**src/rtl/sram_bank_gate.sv**
```systemverilog
module sram_bank_gate #(
  parameter int NUM_BANKS     = 48,
  parameter int SETTLE_CYCLES = 4,
  parameter int ADDR_W        = 8,
  parameter logic [ADDR_W-1:0] LO_OFS = 'h50,
  parameter logic [ADDR_W-1:0] HI_OFS = 'h54
) (
  input  logic              clk,
  input  logic              rst_n,
  input  logic              bus_sel,
  input  logic              bus_wr,
  input  logic [ADDR_W-1:0] bus_addr,
  input  logic [31:0]       bus_wdata,
  output logic [31:0]       bus_rdata,
  output logic [63:0]       bank_en,
  output logic              bank_ready
);

  localparam int         CNT_W   = $clog2(SETTLE_CYCLES + 1);
  localparam logic [6:0] TOP_MAX = 7'(NUM_BANKS - 1);
  localparam bit         HAS_HI  = NUM_BANKS > 32;

  function automatic logic [4:0] top_bit(input logic [31:0] v);
    logic [4:0] r;
    r = '0;
    for (int i = 0; i < 32; i++)
      if (v[i]) r = 5'(i);
    return r;
  endfunction

  function automatic logic [63:0] thermo(input logic [6:0] top);
    logic [63:0] t;
    for (int i = 0; i < 64; i++)
      t[i] = (7'(i) <= top);
    return t;
  endfunction

  logic [63:0]      en_q, nxt_en;
  logic [CNT_W-1:0] cnt_q;
  logic [6:0]       req_top, lim_top;
  logic             lo_hit, hi_hit, wr_go, changed;

  assign bank_ready = (cnt_q == '0);
  assign bank_en    = en_q;

  assign lo_hit = (bus_addr == LO_OFS);
  assign hi_hit = HAS_HI && (bus_addr == HI_OFS);
  assign wr_go  = bus_sel && bus_wr && bank_ready && (lo_hit || hi_hit);

  assign req_top = lo_hit ? {2'b00, top_bit(bus_wdata)} : {2'b01, top_bit(bus_wdata)};
  assign lim_top = (req_top > TOP_MAX) ? TOP_MAX : req_top;

  always_comb begin
    if (hi_hit && bus_wdata == '0) nxt_en = en_q & 64'h0000_0000_FFFF_FFFF;
    else                           nxt_en = thermo(lim_top);
  end

  assign changed = (nxt_en != en_q);

  always_ff @(posedge clk) begin
    if (!rst_n) begin
      en_q  <= thermo(TOP_MAX);
      cnt_q <= '0;
    end else if (wr_go && changed) begin
      en_q  <= nxt_en;
      cnt_q <= CNT_W'(SETTLE_CYCLES);
    end else if (cnt_q != '0) begin
      cnt_q <= cnt_q - 1'b1;
    end
  end

  generate
    if (HAS_HI) begin : g_rd_hi
      assign bus_rdata = lo_hit ? en_q[31:0] : (hi_hit ? en_q[63:32] : 32'h0);
    end else begin : g_rd_lo
      assign bus_rdata = lo_hit ? en_q[31:0] : 32'h0;
    end
  endgenerate

endmodule


```
**config.mk**
```make
export PLATFORM = sky130hd
export DESIGN_NAME = sram_bank_gate
export DESIGN_NICKNAME = d
export VERILOG_FILES = /design/src/rtl/sram_bank_gate.sv
export SDC_FILE = /design/constraint.sdc
export NUM_CORES = 1
export LEC_CHECK = 0
export CORE_MARGIN = 2
export CORE_UTILIZATION = 45
export DETAILED_ROUTE_END_ITERATION = 7
export PLACE_DENSITY = 0.82
export SYNTH_ARGS = -nofsm -noshare
export SYNTH_HDL_FRONTEND = slang
export SYNTH_SLANG_ARGS = --single-unit
export TNS_END_PERCENT = 100
```
**constraint.sdc**
```tcl
create_clock -name clk -period 4 [get_ports clk]
set_clock_uncertainty 0.15 [all_clocks]
set_input_delay 0.4 -clock clk [delete_from_list [all_inputs] [get_ports clk]]
set_output_delay 0.4 -clock clk [all_outputs]
set_load 0.1 [all_outputs]
```
==> results of run 1 <==
-- kinds of logic after synthesis --
kind of cell	count (synthesis)
AND/OR/NAND/NOR	296
XOR/XNOR	3
buffers and inverters	63
adder cells (fa/ha/maj)	2
flip-flops	67
AO/OA/AOI/OAI	274
multiplexers	3
-- cells in the mapped netlist (all sizes together), types with 6 or more instances --
cell type / instances
a211oi: 12
a21o: 13
a21oi: 36
a22o: 28
a2bb2oi: 7
a31o: 8
a31oi: 21
and2: 9
and3: 23
buf: 22
clkbuf: 31
dfxtp: 67
inv: 10
nand2: 54
nand3: 31
nand4: 13
nor2: 54
nor3: 39
nor4: 34
o211ai: 10
o21ai: 64
o22ai: 6
o311ai: 6
o31ai: 6
or4: 10
-- what timing repair did --
item,in CTS
resized for setup,116
endpoints found under the setup margin,67
cloned,1
pin swaps,36
buffers inserted,31
-- through the flow --
step / TNS, ns / area, um2 / hold slack, ns / util, % / cells
after CTS: -1.10 / 9560 / 0.347 / 83.4 / 1181
after detailed placement: -41.34 / 8470 / 0.334 / 73.9 / 1133
after global placement: -32.85 / 8470 / 0.318 / 73.9 / 1133
after floorplan: -0.185 / 5320 / 0.304 / - / 708
-- per-layer routing --
layer | global-route usage (%) | overflow
met5 | 31.8 | 0
met4 | 69.8 | 16
met3 | 67.0 | 1
met2 | 88.3 | 19
met1 | 75.5 | 1
==> impl_results.md, run 1 <==
- Post-detailed-placement half-perimeter wirelength: between 20,000 and 25,000 um
- H-tree depth: 3
- Largest net degree at the start of global routing: 34
- Synth Flop Type: dfxtp_1
- Sequential fraction of the synthesis area: 25.2%
- Multiplexer share of the synthesized area: less than 1%
- Routability Congestion: 1.34
- Top post-synthesis cells by area: dfxtp_1 (25%), a22o_1 (4.6%), o21ai_0 (4.0%), nand2_1 (3.7%), nor2_1 (3.7%)
- Worst EP post-GRT repair: bank_en[7]$_SDFFE_PN1P_/D
- Starting Density: between 40 and 50%
- Syn nets: 754
- Die width: ~110 um
- Outcome: did not finish
- Clock Path Buffers: 2
- Cell Rows: 39
- Synth cell types: 84
- PortBufs: 140
- Post-synth EDFFs: 0
- Congestion Overflow GR: 37
- Netlist Area Pre-Place: ~5300 um2
- # hold bufs at CTS: 0
- Synth Area in Compound Gates: between 30% and 40%
- Post-synthesis xor/xnor area fraction: less than 1%
- TritonCTS Buffers: 9
- First Err: [ERROR GRT-0232] Routing congestion too high. Check the congestion heatmap in the GUI.
- Post-Synth Simple-Gate Area: 31.0%
- Worst ep type: register data pin
- Total GRT Usage: 75.3%
- Place WS: -0.702 ns
- Io pins: between 100 and 150
- Syn Area/Cell: between 7 and 8 um2
- Halt Stage: 5_1_grt
- Die span in y: approximately 110 um
- Cell count after synthesis: a little over 700
- Post-synth top area share: approximately a quarter
- Clock sink count: 67
- Register bit total from synthesis: 67
- Yosys top cell by area: dfxtp_1
- Clk root buf: clkbuf_16
- Synth async-reset ratio: 0%
- Yosys warns: 0
- Main combinational cell family by area after synthesis: compound AO/OA/AOI/OAI gates
- Synth Area in Adders: less than 1%
==> run 2: changes to the inputs <==
- CORE_UTILIZATION: 45 -> 40
- PLACE_DENSITY: 0.82 -> default
- PLACE_DENSITY_LB_ADDON: default -> 0.15
- clock period: 4 -> 5.2 ns (I/O delays scaled with it)
==> impl_results.md, run 2 <==
- Outcome: finished clean
- Routability Congestion: 1.12
- H-tree depth: 3
- Vias in the first global route: roughly 7,300
- # fillers: roughly 1,200
- Pwr/cell area: 185 nW/um2
- Arr. time, crit path: 5.10 ns
- Io pins: about 140
- # DRC: 0
- Register bit total from synthesis: between 60 and 70
- CP cell instances: clkdlybuf4s50_1 > or4_1 > nor4_4 > nor2_2 > a211oi_4 > buf_4 > mux2i_1 > nand4_1 > a2111oi_4 > nand3_1 > nor4_4 > nand3_1 > buf_4 > buf_4 > a31oi_1 > o21ai_1
- Most common cell in the synthesized netlist: dfxtp_1
- Syn Area/Cell: around 7.5 um2
- TritonCTS Buffers: 9
- Die area: around 14,000 um2
- Max FFs per register: 64
- Post-synth EDFFs: 0
- Clk slew on worst S/H paths: roughly 0.06 ns
- Top post-synthesis cells by area: dfxtp_1 (25%), a22o_1 (4.6%), o21ai_0 (4.0%), nand2_1 (3.7%), nor2_1 (3.7%)
- VDD IR max: roughly 0.25 mV
- LEAKAGE: 3.05 nW
- Achievable Freq: ~200 MHz
- Ratio of cells with drive above 1 in the final layout: 19.4%
- Total GRT Usage: just over 40%
- Slowest cell delay on critical path: 0.69 ns
- Slowest cell on crit path: or4_1
- Slew of the pin with the lowest slew margin: roughly 1.0 ns
- Sequential fraction of the synthesis area: between 20% and 30%
- Clk root buf: clkbuf_16
- First-pass GRT wire length: roughly 44,000 um
- Area of the multi-input gates: ~3700 um2
- Synth async-reset ratio: 0%
- Clock Path Buffers: 2
- Placeable Area: roughly 13,000 um2
- # nets final: around 950
- Final hold violations: 0
- # hold bufs at CTS: 0
- Crit path required time: between 5 and 6 ns
- Post-route ant nets: 0
- DR vias/cell: between 6 and 7
- Syn nets: about 750
- Commonest non-fill, non-tap cell in the layout: buf_4
- Most frequent cells in the layout: buf_4 (123), clkdlybuf4s50_1 (108), dfxtp_1 (67), nand2_1 (53), nor2_1 (51)
- Worst-path maximum fanout: 22
- Synth Flop Type: dfxtp_1
- Setup Buffers After CTS: 0
- Register area: 1340 um2
- Final setup vio count: 0
- Cell count after synthesis: approximately 710
- Final Core Density: slightly below 60%
- Netlist Area Pre-Place: 5320 um2
- Startpoint Class: input pin
- Post-detailed-placement half-perimeter wirelength: between 20,000 and 25,000 um
- Clk Latency, worst-skew pair: between 0.3 and 0.4 ns
- Yosys top cell by area: dfxtp_1
- Die width: ~120 um
- Max-cap violation count: 0
- Worst hold-check path type: reg2reg
- Critical path endpoint category: flop
- Drt wl/cell: ~28 um
- Slew HR: 33.1%
- Initial antenna violation count: 0
- Pre-Repair DR Iteration Count: 6
- Yosys warns: 0
- Cell Rows: 42
- Synth cell count leaders: dfxtp_1 (67), nand2_1 (53), nor2_1 (52)
- Tmin final: ~5 ns
- Largest net degree at the start of global routing: between 40 and 50
- Placed insts: between 1,000 and 1,500
- Initial drt markers: between 1,000 and 1,500
- Final wirelength: roughly 30,000 um
- Clock sink count: 67
- Crit path kind: in2reg
- Most used cell along the critical path: buf_4
- P&R area growth vs syn: 44.3%
- Die span in y: around 120 um
- Starting Density: around two fifths
- TritonCTS clock tree: built
- Final Max Slew Viols: 0
- Post-synth top area share: 25.2%
- Period utilization: 96.6%
- Antenna Cells: 0
- Synth cell types: 84
- Congestion Overflow GR: 0
- RSZ-0062 raised after global routing: false
- Non-Filler Instances: approximately 1,100
- DR vias: between 7,000 and 8,000
- PortBufs: 140
## run 2: cell counts after synthesis
No cell type changed its count.
## run 2: stage by stage
step	worst slack, ns	instance area (um2)	setup TNS (ns)	hold WS, ns	total power, mW
finish	0.176	7670	0	0.364	1.42
global route	0.0234	7670	0	0.387	1.46
CTS	0.183	7650	0	0.366	1.42
detailed placement	-0.111	7350	-3.58	0.352	0.800
global placement	-0.154	7350	-5.90	0.316	0.790
floorplan	0.868	5320	0	0.304	0.696
## run 2: path summary, 6_finish.rpt
| kind | start | endpoint | slack, ns | cells past startpoint |
|---|---|---|---|---|
| setup / recovery | bus_wdata[29] | bank_en[1]$_SDFFE_PN1P_ | 0.18 | 16 |
| hold / removal | cnt_q[1]$_SDFFE_PP0N_ | cnt_q[1]$_SDFFE_PP0N_ | 0.36 | 2 |
| setup reg to reg | bank_en[55]$_SDFFE_PN0P_ | bank_en[1]$_SDFFE_PN1P_ | 1.43 | 15 |
| hold reg to reg | cnt_q[1]$_SDFFE_PP0N_ | cnt_q[1]$_SDFFE_PP0N_ | 0.36 | 2 |
## run 2: area by class of cell
type,count,area share [%]
tap,176,2.87
timing repair buffer,233,26.6
inverter,10,0.489
sequential,67,17.5
multi-input combinational,578,48.6
clock buffer,9,2.93
clock inverter,7,0.962
## run 2: logic make-up (layout without fill, tap and decap cells)
kind of cell    Yosys count  after routing  synth area share [%]
mux                       3              3                 0.565
flops                    67             67                  25.2
fa+ha+maj                 2              2                 0.471
simple gates            296            296                  31.0
xor+xnor                  3              3                 0.494
compound gates          274            274                  37.0
buf+inv                  63            259                  5.22
## run 2: routing by layer
metal,routed length (um),track usage [%],vias to the layer above
li1,-,-,3190
met1,11200,50.4,3554
met3,3650,12.4,146
met5,0,0,-
met2,12900,63.3,646
met4,2010,24.4,0
## run 2: where the power goes
| part | switching, mW | internal (mW) | total [mW] |
|---|---|---|---|
| registers | 0.00543 | 0.523 | 0.528 |
| logic | 0.169 | 0.0968 | 0.266 |
| clock network | 0.255 | 0.373 | 0.629 |
## run 2: repair_timing
| item | CTS | global route |
|---|---|---|
| setup endpoints to repair | 0 | 64 |
| hold endpoints to repair | 0 | 0 |
| gates resized for setup | 0 | 3 |
## run 2: worst max-delay path: cells and delay by family
| kind | cells | cell delay (ns) |
|---|---|---|
| and+or+nand+nor | 7 | 2.11 |
| AOI/OAI and AO/OA | 4 | 1.01 |
| buffers and inverters | 4 | 1.22 |
| muxes | 1 | 0.24 |
Note: power is estimated with default switching activity, not from simulation.
==> run 3: changes to the inputs <==
- SKIP_LAST_GASP: default -> 1
==> results of run 3 <==
Same layout as run 2: the final DEF is identical, and so are final timing and power.
